File: src/rtl/scanirq_pkg.sv
package scanirq_pkg;
  localparam int unsigned ADDR_W = 3;

  localparam logic [ADDR_W-1:0] REG_STAT    = 3'd0;
  localparam logic [ADDR_W-1:0] REG_ENABLE  = 3'd1;
  localparam logic [ADDR_W-1:0] REG_CMP_LO  = 3'd2;
  localparam logic [ADDR_W-1:0] REG_CMP_HI  = 3'd3;
  localparam logic [ADDR_W-1:0] REG_LINE_LO = 3'd4;
  localparam logic [ADDR_W-1:0] REG_LINE_HI = 3'd5;

  localparam int unsigned CAUSE_MATCH = 0;
  localparam int unsigned CAUSE_FRAME = 1;
  localparam int unsigned CAUSE_EXT0  = 2;
endpackage

File: src/rtl/scanirq_timing.sv
module scanirq_timing #(
  parameter int unsigned LINES_PER_FRAME = 312,
  parameter int unsigned CLKS_PER_LINE   = 63,
  parameter int unsigned LINE_W          = 9,
  parameter int unsigned DOT_W           = 6
) (
  input  logic              clk_i,
  input  logic              rst_ni,
  output logic [DOT_W-1:0]  dot_o,
  output logic [LINE_W-1:0] line_o,
  output logic              line_start_o,
  output logic              frame_start_o
);
  localparam logic [DOT_W-1:0]  LAST_DOT  = DOT_W'(CLKS_PER_LINE - 1);
  localparam logic [LINE_W-1:0] LAST_LINE = LINE_W'(LINES_PER_FRAME - 1);

  logic [DOT_W-1:0]  dot_q;
  logic [LINE_W-1:0] line_q;

  always_ff @(posedge clk_i or negedge rst_ni) begin
    if (!rst_ni) begin
      dot_q  <= '0;
      line_q <= '0;
    end else if (dot_q == LAST_DOT) begin
      dot_q  <= '0;
      line_q <= (line_q == LAST_LINE) ? '0 : line_q + 1'b1;
    end else begin
      dot_q  <= dot_q + 1'b1;
    end
  end

  assign dot_o         = dot_q;
  assign line_o        = line_q;
  assign line_start_o  = (dot_q == '0);
  assign frame_start_o = line_start_o && (line_q == '0);
endmodule

File: src/rtl/scanirq_compare.sv
module scanirq_compare #(
  parameter int unsigned LINE_W = 9,
  parameter int unsigned CMP_W  = 16
) (
  input  logic [LINE_W-1:0] line_i,
  input  logic              line_start_i,
  input  logic [CMP_W-1:0]  cmp_i,
  output logic              match_o
);
  logic [CMP_W-1:0] line_ext;
  assign line_ext = {{(CMP_W-LINE_W){1'b0}}, line_i};
  // Pulses only on the opening clock of the line
  assign match_o  = line_start_i && (line_ext == cmp_i);
endmodule

File: src/rtl/scanirq_regs.sv
module scanirq_regs
  import scanirq_pkg::*;
#(
  parameter int unsigned N_CAUSES = 4,
  parameter int unsigned DATA_W   = 8,
  parameter int unsigned LINE_W   = 9
) (
  input  logic                clk_i,
  input  logic                rst_ni,
  input  logic [ADDR_W-1:0]   addr_i,
  input  logic [DATA_W-1:0]   wdata_i,
  input  logic                wr_en_i,
  input  logic                rd_en_i,
  input  logic [N_CAUSES-1:0] evt_i,
  input  logic [LINE_W-1:0]   line_i,
  output logic [DATA_W-1:0]   rdata_o,
  output logic [2*DATA_W-1:0] cmp_o,
  output logic [N_CAUSES-1:0] flags_o,
  output logic [N_CAUSES-1:0] enable_o,
  output logic                pending_o
);
  localparam int unsigned CMP_W = 2 * DATA_W;

  logic                wr_stat;
  logic [N_CAUSES-1:0] flags_q;
  logic [N_CAUSES-1:0] enable_q;
  logic [CMP_W-1:0]    cmp_q;
  logic [CMP_W-1:0]    line_ext;
  logic [DATA_W-1:0]   stat_view;
  logic [DATA_W-1:0]   rd_mux;
  logic [DATA_W-1:0]   rdata_q;

  assign wr_stat = wr_en_i && (addr_i == REG_STAT);

  // One sticky flag per cause; an event beats a same-cycle clear
  for (genvar i = 0; i < N_CAUSES; i++) begin : g_flag
    always_ff @(posedge clk_i or negedge rst_ni) begin
      if (!rst_ni)                     flags_q[i] <= 1'b0;
      else if (evt_i[i])               flags_q[i] <= 1'b1;
      else if (wr_stat && wdata_i[i])  flags_q[i] <= 1'b0;
    end
  end

  always_ff @(posedge clk_i or negedge rst_ni) begin
    if (!rst_ni) begin
      enable_q <= '0;
      cmp_q    <= '0;
    end else if (wr_en_i) begin
      case (addr_i)
        REG_ENABLE: enable_q             <= wdata_i[N_CAUSES-1:0];
        REG_CMP_LO: cmp_q[DATA_W-1:0]    <= wdata_i;
        REG_CMP_HI: cmp_q[CMP_W-1:DATA_W] <= wdata_i;
        default: ;
      endcase
    end
  end

  assign pending_o = |(flags_q & enable_q);
  assign line_ext  = {{(CMP_W-LINE_W){1'b0}}, line_i};

  always_comb begin
    stat_view                 = '0;
    stat_view[N_CAUSES-1:0]   = flags_q;
    stat_view[DATA_W-1]       = pending_o;
  end

  always_comb begin
    rd_mux = '0;
    case (addr_i)
      REG_STAT:    rd_mux = stat_view;
      REG_ENABLE:  rd_mux[N_CAUSES-1:0] = enable_q;
      REG_CMP_LO:  rd_mux = cmp_q[DATA_W-1:0];
      REG_CMP_HI:  rd_mux = cmp_q[CMP_W-1:DATA_W];
      REG_LINE_LO: rd_mux = line_ext[DATA_W-1:0];
      REG_LINE_HI: rd_mux = line_ext[CMP_W-1:DATA_W];
      default:     rd_mux = '0;
    endcase
  end

  always_ff @(posedge clk_i or negedge rst_ni) begin
    if (!rst_ni)      rdata_q <= '0;
    else if (rd_en_i) rdata_q <= rd_mux;
  end

  assign rdata_o  = rdata_q;
  assign cmp_o    = cmp_q;
  assign flags_o  = flags_q;
  assign enable_o = enable_q;
endmodule

File: src/rtl/scanline_irq_unit.sv
module scanline_irq_unit
  import scanirq_pkg::*;
#(
  parameter int unsigned LINES_PER_FRAME = 312,
  parameter int unsigned CLKS_PER_LINE   = 63,
  parameter int unsigned N_CAUSES        = 4,
  parameter int unsigned DATA_W          = 8
) (
  input  logic                clk_i,
  input  logic                rst_ni,
  input  logic [2:0]          addr_i,
  input  logic [DATA_W-1:0]   wdata_i,
  input  logic                wr_en_i,
  input  logic                rd_en_i,
  output logic [DATA_W-1:0]   rdata_o,
  input  logic [N_CAUSES-3:0] ext_evt_i,
  output logic                irq_n_o
);
  localparam int unsigned LINE_W = (LINES_PER_FRAME > 1) ? $clog2(LINES_PER_FRAME) : 1;
  localparam int unsigned DOT_W  = (CLKS_PER_LINE > 1) ? $clog2(CLKS_PER_LINE) : 1;
  localparam int unsigned CMP_W  = 2 * DATA_W;
  localparam int unsigned N_EXT  = N_CAUSES - CAUSE_EXT0;

  logic [DOT_W-1:0]    dot;
  logic [LINE_W-1:0]   line;
  logic                line_start;
  logic                frame_start;
  logic                match;
  logic [CMP_W-1:0]    cmp;
  logic [N_CAUSES-1:0] evt;
  logic [N_CAUSES-1:0] flags;
  logic [N_CAUSES-1:0] enable;
  logic                pending;

  scanirq_timing #(
    .LINES_PER_FRAME(LINES_PER_FRAME), .CLKS_PER_LINE(CLKS_PER_LINE),
    .LINE_W(LINE_W), .DOT_W(DOT_W)
  ) u_timing (
    .clk_i(clk_i), .rst_ni(rst_ni), .dot_o(dot), .line_o(line),
    .line_start_o(line_start), .frame_start_o(frame_start)
  );

  scanirq_compare #(.LINE_W(LINE_W), .CMP_W(CMP_W)) u_cmp (
    .line_i(line), .line_start_i(line_start), .cmp_i(cmp), .match_o(match)
  );

  assign evt[CAUSE_MATCH] = match;
  assign evt[CAUSE_FRAME] = frame_start;
  for (genvar k = 0; k < N_EXT; k++) begin : g_ext
    assign evt[CAUSE_EXT0 + k] = ext_evt_i[k];
  end

  scanirq_regs #(.N_CAUSES(N_CAUSES), .DATA_W(DATA_W), .LINE_W(LINE_W)) u_regs (
    .clk_i(clk_i), .rst_ni(rst_ni), .addr_i(addr_i), .wdata_i(wdata_i),
    .wr_en_i(wr_en_i), .rd_en_i(rd_en_i), .evt_i(evt), .line_i(line),
    .rdata_o(rdata_o), .cmp_o(cmp), .flags_o(flags), .enable_o(enable),
    .pending_o(pending)
  );

  assign irq_n_o = ~pending;
endmodule

File: config.mk
export PLATFORM = sky130hd
export DESIGN_NAME = scanline_irq_unit
export DESIGN_NICKNAME = d
export VERILOG_FILES = /design/src/rtl/scanirq_pkg.sv /design/src/rtl/scanirq_timing.sv /design/src/rtl/scanirq_compare.sv /design/src/rtl/scanirq_regs.sv /design/src/rtl/scanline_irq_unit.sv
export SDC_FILE = /design/constraint.sdc
export NUM_CORES = 1
export LEC_CHECK = 0
export CORE_ASPECT_RATIO = 0.5
export CORE_MARGIN = 4
export CORE_UTILIZATION = 50
export CTS_BUF_LIST = sky130_fd_sc_hd__clkbuf_8
export DETAILED_ROUTE_END_ITERATION = 12
export DONT_BUFFER_PORTS = 1
export SYNTH_ARGS = -nofsm -noshare
export SYNTH_HDL_FRONTEND = slang
export SYNTH_HIERARCHICAL = 1
export SYNTH_SLANG_ARGS = --single-unit
File: constraint.sdc
create_clock -name clk_i -period 3.7 [get_ports clk_i]
set_input_delay 0.74 -clock clk_i [delete_from_list [all_inputs] [get_ports clk_i]]
set_output_delay 0.74 -clock clk_i [all_outputs]
set_load 0.1 [all_outputs]
* After elaboration in Yosys (flattened, before gate mapping)
Index checks and enable logic that the tools add are counted.
** Storage, ports and cells
- Bits in registers :: 47
** Cells by class
- Reductions and logical operators :: 18
- Bitwise operators :: 2
- Eq/ne operators :: 8
- Muxes and demuxes :: 12
- $add $sub $neg :: 2
** Operator list (number)
- 4-bit one-hot mux with 6 select lines :: 1
- 9-bit by 16-bit equality test with 1-bit output :: 1
- 4-bit one-hot mux with 4 select lines :: 1
- 9-bit by 1-bit adder with 9-bit output, second input constant :: 1
- 9-bit equality test, second input constant :: 1
- 9-bit zero test :: 1
- 9-bit two-way mux :: 1
- 1-bit two-way mux :: 8
- 2-bit nonzero test :: 4
- 1-bit logical AND :: 7
- 6-bit by 1-bit adder with 6-bit output, second input constant :: 1
- 3-bit by 2-bit equality test with 1-bit output, second input constant :: 2
- 3-bit equality test, second input constant :: 2
- 6-bit equality test, second input constant :: 1
- 6-bit zero test :: 1
- 6-bit two-way mux :: 1
- 2-bit AND reduction :: 3
- 4-bit AND :: 1
- 4-bit OR reduction :: 1
- 3-bit by 1-bit equality test with 1-bit output, second input constant :: 1
- 3-bit zero test :: 1
- 1-bit NOT :: 1

* Depth between registers and ports, before layout
Gate-level depths: netlist of the first run.
- Depth in word-level cells :: 5
- Mapped depth :: 7
- Depth with buffers taken out :: 7

* Hierarchy
Netlist of the first run, hierarchy kept.
** By module, submodules not included
- scanirq_regs :: area each 1539.0 µm², sequential area each 800.8 µm², cells an instance 120, instances 1
- scanirq_timing :: area each 834.6 µm², sequential area each 375.4 µm², cells an instance 84, instances 1
- scanirq_compare :: area each 133.9 µm², sequential area each 0.0 µm², cells an instance 15, instances 1
- scanline_irq_unit :: area each 3.8 µm², sequential area each 0.0 µm², cells an instance 1, instances 1

* Worst setup path before layout of the first run
OpenSTA, ideal clock, no wires.
- Kind :: reg-to-output
- From :: register u_regs.flags_q[0] (netlist: u_regs/flags_o[0])
- To :: output port irq_n_o
- Slack :: 1.723 ns
- Required time :: 2.960 ns
- Arrival :: 1.237 ns
- Path buffers :: 0
- Cell stages (with the launch flop) :: 4
- Cell sequence :: dfrtp_1 > a22oi_1 > nand2_1 > inv_1
** Between the ends
- Cells in the longest elaborated chain, start to end :: 3
** Ends and longest elaborated chain
- start: declaration :: RTL line scanirq_regs.sv:25 : logic [N_CAUSES-1:0] flags_q;
- start signal: indexed assignment :: RTL line scanirq_regs.sv:38 : if (!rst_ni) flags_q[i] <= 1'b0;
- start signal: indexed assignment :: RTL line scanirq_regs.sv:39 : else if (evt_i[i]) flags_q[i] <= 1'b1;
- start signal: indexed assignment :: RTL line scanirq_regs.sv:40 : else if (wr_stat && wdata_i[i]) flags_q[i] <= 1'b0;
- 4-bit AND :: RTL line scanirq_regs.sv:58 : assign pending_o = |(flags_q & enable_q);
- 4-bit OR reduction :: RTL line scanirq_regs.sv:58
- named net pending :: RTL line scanline_irq_unit.sv:33 : logic pending;
- 1-bit NOT :: RTL line scanline_irq_unit.sv:60 : assign irq_n_o = ~pending;
- end: declaration :: RTL line scanline_irq_unit.sv:17 : output logic irq_n_o
The timed path passes the listed nets, and every way through them passes these cells.

* Final worst setup path of the first run
Ends and elaborated chain as after synthesis.

==> impl_metrics.prom, run 1 <==
# TYPE chip_impl_metric gauge
chip_impl_metric{name="die_area",unit="um^2"} 6290
chip_impl_metric{name="period_minus_slack",unit="ns"} 2.40
chip_impl_metric{name="cts-root-to-sink-buffers",unit=""} 2
chip_impl_metric{name="final_max_tran_viols",unit=""} 0
chip_impl_metric{name="clock-skew-final",unit="ns"} 0.00678
chip_impl_metric{name="critPathArrivalTime",unit="ns"} 1.66
chip_impl_info{name="critPathLaunchType",value="register"} 1
chip_impl_metric{name="cts_made_buffers",unit=""} 5
chip_impl_metric{name="clkLatencyLatePin",unit="ns"} 0.29
chip_impl_info{name="largest_family_of_logic_cells_by_synthesized_area",value="simple AND/OR/NAND/NOR gates"} 1
chip_impl_metric{name="area_delta_synth_final",unit="%"} 4.19
chip_impl_info{name="end_kind",value="output pin"} 1
chip_impl_metric{name="hold_viol",unit=""} 0
chip_impl_metric{name="maxCapViolCount",unit=""} 0
chip_impl_metric{name="synth_compound_area_frac",unit=""} 0.114
chip_impl_metric{name="final_ant_viol_nets",unit=""} 0
chip_impl_metric{name="critical_path_buf_inv_count",unit=""} 1
chip_impl_metric{name="fin_crit_sh",unit=""} 0.648
chip_impl_metric{name="synthMuxAreaShare",unit=""} 0.148
chip_impl_info{name="unrepaired_setup_endpoints_after_global_routing",value="no"} 1
chip_impl_info{name="mostFrequentLayoutCells",value="47 x dfrtp_1, 29 x mux2_2, 15 x nor2_1"} 1
chip_impl_metric{name="fp.dieH",unit="um"} 58.1
chip_impl_info{name="synthDominantAreaCellType",value="dfrtp_1"} 1
chip_impl_metric{name="syn-num-nets",unit=""} 242
chip_impl_info{name="holdCritPathClass",value="in2async"} 1
chip_impl_metric{name="final_layout_size_suffix_gt1_frac",unit=""} 0.206
chip_impl_metric{name="setup_violations",unit=""} 0
chip_impl_metric{name="grt_max_degree",unit=""} 48
chip_impl_metric{name="floorplan.core_area",unit="um^2"} 4620
chip_impl_metric{name="grt.total_usage",unit=""} 0.188
chip_impl_info{name="layout.cells.most_common",value="dfrtp_1"} 1
chip_impl_metric{name="clkSinkCount",unit=""} 47
chip_impl_info{name="critical_path.top_delay_family",value="buffers and inverters"} 1
chip_impl_metric{name="initial_utilization",unit=""} 0.544
chip_impl_metric{name="cts_resized",unit=""} 0
chip_impl_metric{name="powerDensity",unit="nW/um^2"} 441
chip_impl_metric{name="totalWireLength",unit="um"} 5450
chip_impl_metric{name="number_of_global_route_vias_before_repair",unit=""} 1745
chip_impl_info{name="cts_tree",value="built"} 1
chip_impl_metric{name="top_ports",unit=""} 26
chip_impl_metric{name="grt_first_pass_wirelength",unit="um"} 9010
chip_impl_metric{name="synth_simple_gate_area_share",unit=""} 0.164
chip_impl_metric{name="syn-mean-instance-area",unit="um^2"} 11.4
chip_impl_metric{name="totalNegativeSetupSlack",unit="ns"} 0
chip_impl_info{name="path_class",value="reg2out"} 1
chip_impl_metric{name="non_filler_instances",unit=""} 284
chip_impl_metric{name="vdd.ir_drop.worst",unit="V"} 0.000170
chip_impl_metric{name="route.detailed.drc",unit=""} 0
chip_impl_metric{name="p_leak",unit="nW"} 1.07
chip_impl_metric{name="yosysTopAreaCellShare",unit=""} 0.468
chip_impl_metric{name="routedWlPerCell",unit="um"} 19.2
chip_impl_metric{name="postSynth.asyncResetShare",unit=""} 1.00
chip_impl_metric{name="antenna_cells",unit=""} 0
chip_impl_metric{name="cpPeakStageDelay",unit="ns"} 0.61
chip_impl_metric{name="worst-slew-pin-transition",unit="ns"} 0.911
chip_impl_metric{name="synth_seq_cells",unit=""} 47
chip_impl_info{name="synth_area_leaders",value="dfrtp_1 47%, mux2_2 13%, xnor2_1 4.2%"} 1
chip_impl_metric{name="worst_path_fanout_max",unit=""} 3
chip_impl_metric{name="post_synth_num_cell_types",unit=""} 48
chip_impl_metric{name="cts-htree-levels",unit=""} 2
chip_impl_info{name="synth_top_flop_cell",value="dfrtp_1"} 1
chip_impl_info{name="crit_slowest_cell",value="inv_1"} 1
chip_impl_info{name="run_status",value="complete, no violations"} 1
chip_impl_metric{name="clkTransAtPathRegs",unit="ns"} 0.08
chip_impl_metric{name="avgViaCountPerCell",unit=""} 6.08
chip_impl_metric{name="synth_adder_area_share",unit=""} 0.0249
chip_impl_metric{name="cts.repair_timing.setup_buffer_count",unit=""} 0
chip_impl_metric{name="detailroute.via_count",unit=""} 1726
chip_impl_metric{name="gp_congestion",unit=""} 0.854
chip_impl_metric{name="synth_warnings",unit=""} 6
chip_impl_metric{name="antenna_violations_before_repair",unit=""} 0
chip_impl_metric{name="place.port_buffers",unit=""} 0
chip_impl_info{name="timing.critical_path.from",value="u_regs/flags_o[0]$_DFFE_PN0P_"} 1
chip_impl_metric{name="syn-instance-count",unit=""} 220
chip_impl_metric{name="nets",unit=""} 241
chip_impl_metric{name="core.rowCount",unit=""} 17
chip_impl_metric{name="postCtsHoldBufs",unit=""} 0
chip_impl_metric{name="crit_required",unit="ns"} 2.96
chip_impl_metric{name="gr-total-overflow",unit=""} 0
chip_impl_metric{name="syn-cell-area",unit="um^2"} 2510
chip_impl_metric{name="fp.dieW",unit="um"} 108
chip_impl_metric{name="final_core_utilization",unit=""} 0.567
chip_impl_metric{name="dr.first_iter.drc_count",unit=""} 67
chip_impl_metric{name="numPlacedInstances",unit=""} 278
chip_impl_metric{name="number_of_synthesized_flops_with_an_enable_pin",unit=""} 0
chip_impl_info{name="crit_path_cell_trace",value="a22oi_1, nand2_1, inv_1"} 1
chip_impl_metric{name="firstDrtPassIters",unit=""} 4
chip_impl_metric{name="max-slew-margin-rel",unit=""} 0.393
chip_impl_info{name="regToRegStartpoint",value="u_timing/dot_o[2]$_DFF_PN0_"} 1
chip_impl_metric{name="synth_xor_area_frac",unit=""} 0.0488
chip_impl_metric{name="place.detailed.hpwl",unit="um"} 3990
chip_impl_metric{name="synth-seq-area-share",unit=""} 0.468
chip_impl_metric{name="maxClockFrequency",unit="GHz"} 0.417
chip_impl_info{name="clockRootBuffer",value="clkbuf_8"} 1
## state kept, by name, summed over array words and instances, names as in the netlist
signal           flops
u_timing/line_o      9
u_regs/flags_o       4
u_timing/dot_o       6
u_regs/rdata_o       8
u_regs/enable_o      4
u_regs/cmp_o        16
## final timing paths
kind | slack (ns) | to | depth (start not counted)
worst max-delay path | 1.30 | irq_n_o | 3
worst min-delay path | 0.13 | u_regs/enable_o[1]$_DFFE_PN0P_ | 0
worst max register to register | 1.86 | u_regs/flags_o[0]$_DFFE_PN0P_ | 6
worst min register to register | 0.51 | u_timing/dot_o[0]$_DFF_PN0_ | 1
max in group asynchronous | 3.46 | u_timing/line_o[0]$_DFFE_PN0N_ | 0
min in group clk_i | 0.51 | u_timing/dot_o[0]$_DFF_PN0_ | 1
## metal layers
layer / routed length, um / track usage / vias to the layer above
li1: - / - / 812
met1: 2710 / 0.273 / 877
met2: 2470 / 0.292 / 35
met3: 261 / 0.0434 / 2
met4: 12 / 0.0396 / 0
met5: 0 / 0 / -
## synthesized netlist by cell type, types with 4 or more instances
library cell	n
inv_1	8
a221oi_1	4
nand2_1	9
xnor2_1	12
nor2b_1	6
a21oi_1	8
mux2_2	29
nor2_1	15
ha_1	5
nand4_1	5
dfrtp_1	47
a21o_1	5
o21ai_0	6
nand3_1	8
buf_2	4
## where the power goes
part | internal [mW] | leakage [nW] | switching [mW]
Clock | 0.124 | 0.0413 | 0.160
Sequential | 0.573 | 0.579 | 0.126
Combinational | 0.0963 | 0.451 | 0.0754
## metrics by stage
stage	setup WS (ns)	power, mW	hold WS [ns]	instance area (um^2)
global placement	1.65	0.879	0.446	2540
CTS	1.30	1.16	0.123	2620
global route	1.21	1.21	0.114	2620
finish	1.30	1.15	0.134	2620
floorplan	1.72	0.852	0.444	2510
detailed placement	1.62	0.883	0.446	2540
## final cells by class
type	instances	area (um^2)
Clock buffer	5	68.8
Clock inverter	1	3.75
Fill cell	409	2000
Inverter	8	30.0
Multi-Input combinational cell	157	1250
Sequential cell	47	1180
Tap cell	66	82.6
## logic make-up (layout without fill, tap and decap cells)
| kind of cell | after synthesis | after routing |
|---|---|---|
| xor gates and xnor gates | 14 | 14 |
| DFF | 47 | 47 |
| buffers and inverters | 16 | 14 |
| adders and majority gates | 5 | 5 |
| AOI/OAI and AO/OA | 39 | 39 |
| muxes | 31 | 31 |
| and+or+nand+nor | 68 | 68 |
Note: power is estimated with default switching activity, not from simulation.
==> run 2, diff against run 1 <==
--- a/config.mk
+++ b/config.mk
@@ -11,6 +11,7 @@
 export CTS_BUF_LIST = sky130_fd_sc_hd__clkbuf_8
 export DETAILED_ROUTE_END_ITERATION = 12
 export DONT_BUFFER_PORTS = 1
+export PLACE_DENSITY = 0.68
 export SYNTH_ARGS = -nofsm -noshare
 export SYNTH_HDL_FRONTEND = slang
 export SYNTH_HIERARCHICAL = 1
==> constraint.sdc (replaced) <==
create_clock -name clk_i -period 2 [get_ports clk_i]
set_input_delay 0.4 -clock clk_i [delete_from_list [all_inputs] [get_ports clk_i]]
set_output_delay 0.4 -clock clk_i [all_outputs]
set_load 0.1 [all_outputs]
==> impl_metrics.prom, run 2 (same netlist as run 1, synthesis figures left out) <==
# TYPE chip_impl_metric gauge
chip_impl_info{name="run_status",value="complete, no violations"} 1
chip_impl_metric{name="p_leak",unit="nW"} 1.14
chip_impl_metric{name="number_of_global_route_vias_before_repair",unit=""} 1856
chip_impl_metric{name="maxCapViolCount",unit=""} 0
chip_impl_metric{name="crit_required",unit="ns"} 1.60
chip_impl_metric{name="setup_violations",unit=""} 0
chip_impl_info{name="crit_slowest_cell",value="dfrtp_1"} 1
chip_impl_metric{name="grt_max_degree",unit=""} 48
chip_impl_metric{name="final_max_tran_viols",unit=""} 0
chip_impl_info{name="clockRootBuffer",value="clkbuf_8"} 1
chip_impl_metric{name="detailroute.via_count",unit=""} 1797
chip_impl_metric{name="power.combinational.fraction",unit=""} 0.215
chip_impl_info{name="crit_path_cell_trace",value="a22oi_1, nand2_1, inv_1, buf_4"} 1
chip_impl_info{name="r2r-end",value="u_timing/line_o[5]$_DFFE_PN0N_"} 1
chip_impl_metric{name="switching_share",unit=""} 0.311
chip_impl_metric{name="period_minus_slack",unit="ns"} 1.83
chip_impl_metric{name="grt_first_pass_wirelength",unit="um"} 9260
chip_impl_metric{name="antenna_cells",unit=""} 0
chip_impl_metric{name="power.total",unit="mW"} 2.30
chip_impl_metric{name="max-slew-margin-rel",unit=""} 0.411
chip_impl_info{name="timing.critical_path.from",value="u_regs/flags_o[0]$_DFFE_PN0P_"} 1
chip_impl_metric{name="grt.total_usage",unit=""} 0.194
chip_impl_metric{name="totalNegativeSetupSlack",unit="ns"} 0
chip_impl_metric{name="cts-htree-levels",unit=""} 2
chip_impl_metric{name="cpPeakStageDelay",unit="ns"} 0.41
chip_impl_metric{name="critPathArrivalTime",unit="ns"} 1.43
chip_impl_metric{name="antenna_violations_before_repair",unit=""} 0
chip_impl_metric{name="nets",unit=""} 251
chip_impl_metric{name="worst-r2r-cell-count",unit=""} 5
chip_impl_info{name="holdCritPathClass",value="in2reg"} 1
chip_impl_metric{name="totalWireLength",unit="um"} 5650
chip_impl_metric{name="p_seq_frac",unit=""} 0.515
chip_impl_metric{name="final_layout_size_suffix_gt1_frac",unit=""} 0.243
chip_impl_metric{name="top_ports",unit=""} 26
chip_impl_metric{name="clkLatencyLatePin",unit="ns"} 0.30
chip_impl_metric{name="die_area",unit="um^2"} 6290
chip_impl_metric{name="seqCellArea",unit="um^2"} 1180
chip_impl_metric{name="p_clk_frac",unit=""} 0.270
chip_impl_metric{name="initial_utilization",unit=""} 0.544
chip_impl_metric{name="floorplan.core_area",unit="um^2"} 4620
chip_impl_metric{name="gr-total-overflow",unit=""} 0
chip_impl_metric{name="worst_path_fanout_max",unit=""} 3
chip_impl_metric{name="cts-root-to-sink-buffers",unit=""} 2
chip_impl_metric{name="area_delta_synth_final",unit="%"} 9.17
chip_impl_metric{name="cts_resized",unit=""} 0
chip_impl_metric{name="hold_ws",unit="ns"} 0.173
chip_impl_metric{name="cts_made_buffers",unit=""} 5
chip_impl_info{name="layout.cells.most_common",value="dfrtp_1"} 1
chip_impl_metric{name="fin_crit_sh",unit=""} 0.914
chip_impl_metric{name="largest_register_ff_count",unit=""} 16
chip_impl_metric{name="dr.first_iter.drc_count",unit=""} 130
chip_impl_metric{name="powerDensity",unit="nW/um^2"} 839
chip_impl_metric{name="core.rowCount",unit=""} 17
chip_impl_metric{name="maxClockFrequency",unit="GHz"} 0.547
chip_impl_info{name="critPathLaunchType",value="register"} 1
chip_impl_metric{name="fp.dieW",unit="um"} 108
chip_impl_metric{name="clock-skew-final",unit="ns"} 0.00366
chip_impl_metric{name="cts.repair_timing.setup_buffer_count",unit=""} 0
chip_impl_info{name="mostFrequentLayoutCells",value="47 x dfrtp_1, 29 x mux2_2, 15 x nor2_1"} 1
chip_impl_metric{name="multi_input_area",unit="um^2"} 1250
chip_impl_metric{name="worst-slew-pin-transition",unit="ns"} 0.884
chip_impl_info{name="critPathCapture",value="irq_n_o"} 1
chip_impl_info{name="cts_tree",value="built"} 1
chip_impl_metric{name="place.port_buffers",unit=""} 0
chip_impl_metric{name="power.net_switching",unit="mW"} 0.715
chip_impl_metric{name="avgViaCountPerCell",unit=""} 6.07
chip_impl_metric{name="fillCellCount",unit=""} 402
chip_impl_info{name="path_class",value="reg2out"} 1
chip_impl_info{name="end_kind",value="output pin"} 1
chip_impl_info{name="regToRegStartpoint",value="u_timing/dot_o[0]$_DFF_PN0_"} 1
chip_impl_metric{name="routedWlPerCell",unit="um"} 19.1
chip_impl_metric{name="clkSinkCount",unit=""} 47
chip_impl_metric{name="gp_congestion",unit=""} 0.854
chip_impl_metric{name="postCtsHoldBufs",unit=""} 2
chip_impl_metric{name="vdd.ir_drop.worst",unit="V"} 0.000314
chip_impl_metric{name="final_ant_viol_nets",unit=""} 0
chip_impl_metric{name="power_report.internal_total",unit="mW"} 1.58
chip_impl_info{name="unrepaired_setup_endpoints_after_global_routing",value="no"} 1
chip_impl_metric{name="route.detailed.drc",unit=""} 0
chip_impl_metric{name="clkTransAtPathRegs",unit="ns"} 0.08
chip_impl_metric{name="fp.dieH",unit="um"} 58.1
chip_impl_metric{name="firstDrtPassIters",unit=""} 4
chip_impl_metric{name="timing.reg2reg.setup_slack",unit="ns"} 0.27
chip_impl_metric{name="place.detailed.hpwl",unit="um"} 3930
chip_impl_metric{name="hold_viol",unit=""} 0
run 2: cell count changes in the layout (fill, tap and decap cells not counted), sizes merged:
cell         change
clkbuf           +2
buf              +9
dlygate4sd3      +1
run 2: worst min path at each step:
stage	start	end	slack (ns)	cells after the start
after floorplan	rst_ni	u_regs/cmp_o[0]$_DFFE_PN0P_	0.10	0
after CTS	rd_en_i	u_regs/rdata_o[0]$_DFFE_PN0P_	0.16	1
after global routing	rd_en_i	u_regs/rdata_o[0]$_DFFE_PN0P_	0.16	1
after detailed placement	rst_ni	u_regs/flags_o[1]$_DFFE_PN0P_	0.11	0
after global placement	rst_ni	u_regs/flags_o[2]$_DFFE_PN0P_	0.11	0
final	rd_en_i	u_regs/rdata_o[0]$_DFFE_PN0P_	0.17	1
run 2: power groups by stage:
stage | Clock (mW) | Combinational, mW | Sequential [mW]
2_1_floorplan | 0 | 0.295 | 1.28
3_3_place_gp | 0 | 0.458 | 1.20
3_5_place_dp | 0 | 0.468 | 1.20
4_1_cts | 0.638 | 0.497 | 1.18
5_1_grt | 0.677 | 0.529 | 1.20
6_report | 0.620 | 0.494 | 1.18
run 2: layout make-up:
cell class	instances	share of cell area
Sequential cell	47	0.429
Clock inverter	1	0.00137
Timing Repair Buffer	10	0.0356
Clock buffer	7	0.0351
Inverter	8	0.0110
Multi-Input combinational cell	157	0.458
Tap cell	66	0.0301
run 2: metrics by stage:
step	instances	util	instance area [um^2]	setup WS, ns
finish	296	0.594	2740	0.172
global route	296	0.594	2740	0.0780
CTS	296	0.594	2740	0.164
detailed placement	286	0.564	2600	0.304
global placement	286	0.564	2600	0.378
floorplan	220	-	2510	0.363
run 2: metal layers:
metal  wire [um]  global-route usage  up-vias
li1            -                   -      829
met1        2680               0.258      900
met2        2570               0.316       58
met3         346              0.0523       10
met4          54              0.0558        0
met5           0                   0        -
run 2: worst max-delay path: cells and delay by family (launching register included):
family | cells | cell delay [ns]
flops | 1 | 0.41
buf+inv | 2 | 0.34
compound gates | 1 | 0.29
simple gates | 1 | 0.09
==> run 3, diff against run 2 <==
--- a/config.mk
+++ b/config.mk
@@ -5,6 +5,7 @@
 export SDC_FILE = /design/constraint.sdc
 export NUM_CORES = 1
 export LEC_CHECK = 0
+export ABC_AREA = 1
 export CORE_ASPECT_RATIO = 0.5
 export CORE_MARGIN = 4
 export CORE_UTILIZATION = 50
==> impl_metrics.prom, run 3 <==
# TYPE chip_impl_metric gauge
chip_impl_info{name="synth_area_leaders",value="dfrtp_1 45%, nand2_1 17%, inv_1 6.7%"} 1
chip_impl_metric{name="top_ports",unit=""} 26
chip_impl_metric{name="syn-mean-instance-area",unit="um^2"} 7.40
chip_impl_info{name="unrepaired_setup_endpoints_after_global_routing",value="no"} 1
chip_impl_metric{name="number_of_global_route_vias_before_repair",unit=""} 2073
chip_impl_metric{name="cts_made_buffers",unit=""} 5
chip_impl_metric{name="floorplan.core_area",unit="um^2"} 5000
chip_impl_metric{name="p_leak",unit="nW"} 1.50
chip_impl_info{name="end_kind",value="output pin"} 1
chip_impl_info{name="path_class",value="reg2out"} 1
chip_impl_metric{name="syn-num-nets",unit=""} 378
chip_impl_metric{name="gr-total-overflow",unit=""} 0
chip_impl_metric{name="postCtsHoldBufs",unit=""} 2
chip_impl_metric{name="final_layout_size_suffix_gt1_frac",unit=""} 0.0976
chip_impl_metric{name="cts.repair_timing.setup_buffer_count",unit=""} 0
chip_impl_metric{name="hold_viol",unit=""} 0
chip_impl_metric{name="nets",unit=""} 390
chip_impl_metric{name="clkSinkCount",unit=""} 47
chip_impl_metric{name="cts-htree-levels",unit=""} 2
chip_impl_metric{name="dr.first_iter.drc_count",unit=""} 126
chip_impl_metric{name="cts-root-to-sink-buffers",unit=""} 2
chip_impl_metric{name="final_max_tran_viols",unit=""} 0
chip_impl_info{name="layout.cells.most_common",value="nand2_1"} 1
chip_impl_metric{name="hold_ws",unit="ns"} 0.191
chip_impl_metric{name="maxClockFrequency",unit="GHz"} 0.589
chip_impl_metric{name="grt.total_usage",unit=""} 0.188
chip_impl_metric{name="initial_utilization",unit=""} 0.527
chip_impl_metric{name="fillCellCount",unit=""} 486
chip_impl_metric{name="die_area",unit="um^2"} 6570
chip_impl_info{name="netlist_top_cells_count",value="116 x nand2_1, 47 x dfrtp_1, 47 x inv_1"} 1
chip_impl_metric{name="max-slew-margin-rel",unit=""} 0.755
chip_impl_metric{name="non_filler_instances",unit=""} 439
chip_impl_metric{name="post_synth_num_cell_types",unit=""} 24
chip_impl_metric{name="fp.dieH",unit="um"} 59.3
chip_impl_metric{name="worst_path_fanout_max",unit=""} 3
chip_impl_metric{name="yosysTopAreaCellShare",unit=""} 0.446
chip_impl_metric{name="antenna_violations_before_repair",unit=""} 0
chip_impl_metric{name="setup_violations",unit=""} 0
chip_impl_metric{name="postLayoutSetupSlackWorst",unit="ns"} 0.303
chip_impl_metric{name="seqCellArea",unit="um^2"} 1180
chip_impl_metric{name="synth_seq_cells",unit=""} 47
chip_impl_metric{name="routedWlPerCell",unit="um"} 13.0
chip_impl_metric{name="vdd.ir_drop.worst",unit="V"} 0.000377
chip_impl_metric{name="grt_max_degree",unit=""} 48
chip_impl_metric{name="synth-seq-area-share",unit=""} 0.446
chip_impl_info{name="cts_tree",value="built"} 1
chip_impl_metric{name="route.detailed.drc",unit=""} 0
chip_impl_metric{name="totalWireLength",unit="um"} 5700
chip_impl_metric{name="totalNegativeSetupSlack",unit="ns"} 0
chip_impl_info{name="run_status",value="complete, no violations"} 1
chip_impl_metric{name="syn-cell-area",unit="um^2"} 2640
chip_impl_metric{name="numPlacedInstances",unit=""} 429
chip_impl_metric{name="crit_required",unit="ns"} 1.60
chip_impl_metric{name="detailroute.via_count",unit=""} 2213
chip_impl_metric{name="largest_register_ff_count",unit=""} 16
chip_impl_metric{name="synth_warnings",unit=""} 6
chip_impl_info{name="synthMostInstantiatedCell",value="nand2_1"} 1
chip_impl_metric{name="period_minus_slack",unit="ns"} 1.70
chip_impl_metric{name="clkLatencyLatePin",unit="ns"} 0.30
chip_impl_metric{name="powerDensity",unit="nW/um^2"} 843
chip_impl_metric{name="postSynth.asyncResetShare",unit=""} 1.00
chip_impl_metric{name="place_worst_setup_slack",unit="ns"} 0.532
chip_impl_info{name="synthDominantAreaCellType",value="dfrtp_1"} 1
chip_impl_metric{name="avgViaCountPerCell",unit=""} 5.04
chip_impl_info{name="crit_slowest_cell",value="dfrtp_1"} 1
chip_impl_metric{name="timing.reg2reg.setup_slack",unit="ns"} 0.53
chip_impl_info{name="clockRootBuffer",value="clkbuf_8"} 1
chip_impl_metric{name="cpPeakStageDelay",unit="ns"} 0.41
chip_impl_metric{name="clkTransAtPathRegs",unit="ns"} 0.09
chip_impl_metric{name="grt_first_pass_wirelength",unit="um"} 9740
chip_impl_metric{name="antenna_cells",unit=""} 0
chip_impl_metric{name="multi_input_area",unit="um^2"} 1210
chip_impl_metric{name="cts_resized",unit=""} 0
chip_impl_metric{name="critPathArrivalTime",unit="ns"} 1.30
chip_impl_metric{name="gp_congestion",unit=""} 0.856
chip_impl_info{name="crit_path_cell_trace",value="nand2_1, nand4_1, inv_1, buf_4"} 1
chip_impl_metric{name="power.total",unit="mW"} 2.45
chip_impl_metric{name="fin_crit_sh",unit=""} 0.849
chip_impl_metric{name="worst-slew-pin-transition",unit="ns"} 0.365
chip_impl_metric{name="place.detailed.hpwl",unit="um"} 4260
chip_impl_metric{name="area_delta_synth_final",unit="%"} 10.5
chip_impl_info{name="synth_top_flop_cell",value="dfrtp_1"} 1
chip_impl_metric{name="number_of_synthesized_flops_with_an_enable_pin",unit=""} 0
chip_impl_metric{name="fp.dieW",unit="um"} 111
chip_impl_metric{name="clock-skew-final",unit="ns"} 0.00419
chip_impl_metric{name="place.port_buffers",unit=""} 0
chip_impl_metric{name="final_ant_viol_nets",unit=""} 0
chip_impl_metric{name="core.rowCount",unit=""} 18
chip_impl_metric{name="maxCapViolCount",unit=""} 0
chip_impl_info{name="holdCritPathClass",value="in2reg"} 1
chip_impl_info{name="critPathLaunchType",value="register"} 1
chip_impl_info{name="mostFrequentLayoutCells",value="116 x nand2_1, 47 x inv_1, 47 x dfrtp_1"} 1
chip_impl_metric{name="firstDrtPassIters",unit=""} 4
chip_impl_metric{name="syn-instance-count",unit=""} 356
==> run 3: final timing paths <==
kind	from	depth (start not counted)	end
setup / recovery	u_regs/flags_o[0]$_DFFE_PN0P_	4	irq_n_o
hold / removal	ext_evt_i[0]	2	u_regs/flags_o[2]$_DFFE_PN0P_
setup reg to reg	u_timing/dot_o[0]$_DFF_PN0_	8	u_timing/line_o[5]$_DFFE_PN0N_
hold reg to reg	u_regs/rdata_o[6]$_DFFE_PN0P_	2	u_regs/rdata_o[6]$_DFFE_PN0P_
max in group asynchronous	rst_ni	2	u_regs/cmp_o[15]$_DFFE_PN0P_
min in group asynchronous	rst_ni	2	u_regs/flags_o[3]$_DFFE_PN0P_
==> run 3: kinds of logic (layout without fill, tap and decap cells) <==
kind of cell               after synthesis  count (layout)  synth area share
and+or+nand+nor                        202             202             0.339
buffers and inverters                   57              70            0.0954
DFF                                     47              47             0.446
AOI/OAI and AO/OA                       38              38            0.0727
xor gates and xnor gates                 7               7            0.0233
adders and majority gates                5               5            0.0237
==> run 3: worst max-delay path: cells and delay by family, from the launching register on <==
kind / cells / cell delay, ns
flops: 1 / 0.41
buf+inv: 2 / 0.36
simple gates: 2 / 0.22
==> run 3: power breakdown <==
group          total [mW]  internal (mW)  switching (mW)  leakage [nW]
logic               0.489          0.138           0.350         0.843
registers            1.14           1.05          0.0898         0.598
clock network       0.825          0.498           0.327        0.0644
total                2.45           1.69           0.767          1.50
==> run 3: through the flow <==
step / instance area, um^2 / utilization
6_report: 2910 / 0.582
5_1_grt: 2910 / 0.582
4_1_cts: 2910 / 0.582
3_5_place_dp: 2740 / 0.548
3_3_place_gp: 2740 / 0.548
2_1_floorplan: 2640 / -
==> run 3: layer usage <==
layer	global-route usage	share of wire
met5	0	0
met4	0.0632	0.015
met3	0.0479	0.044
met2	0.301	0.44
met1	0.256	0.50
==> run 3: cell type report <==
| type | instances | area share |
|---|---|---|
| clock buffer | 5 | 0.0236 |
| clock inverter | 3 | 0.0232 |
| inverter | 49 | 0.0632 |
| multi-input combinational | 252 | 0.415 |
| sequential | 47 | 0.404 |
| tap | 70 | 0.0301 |
| timing repair buffer | 13 | 0.0413 |
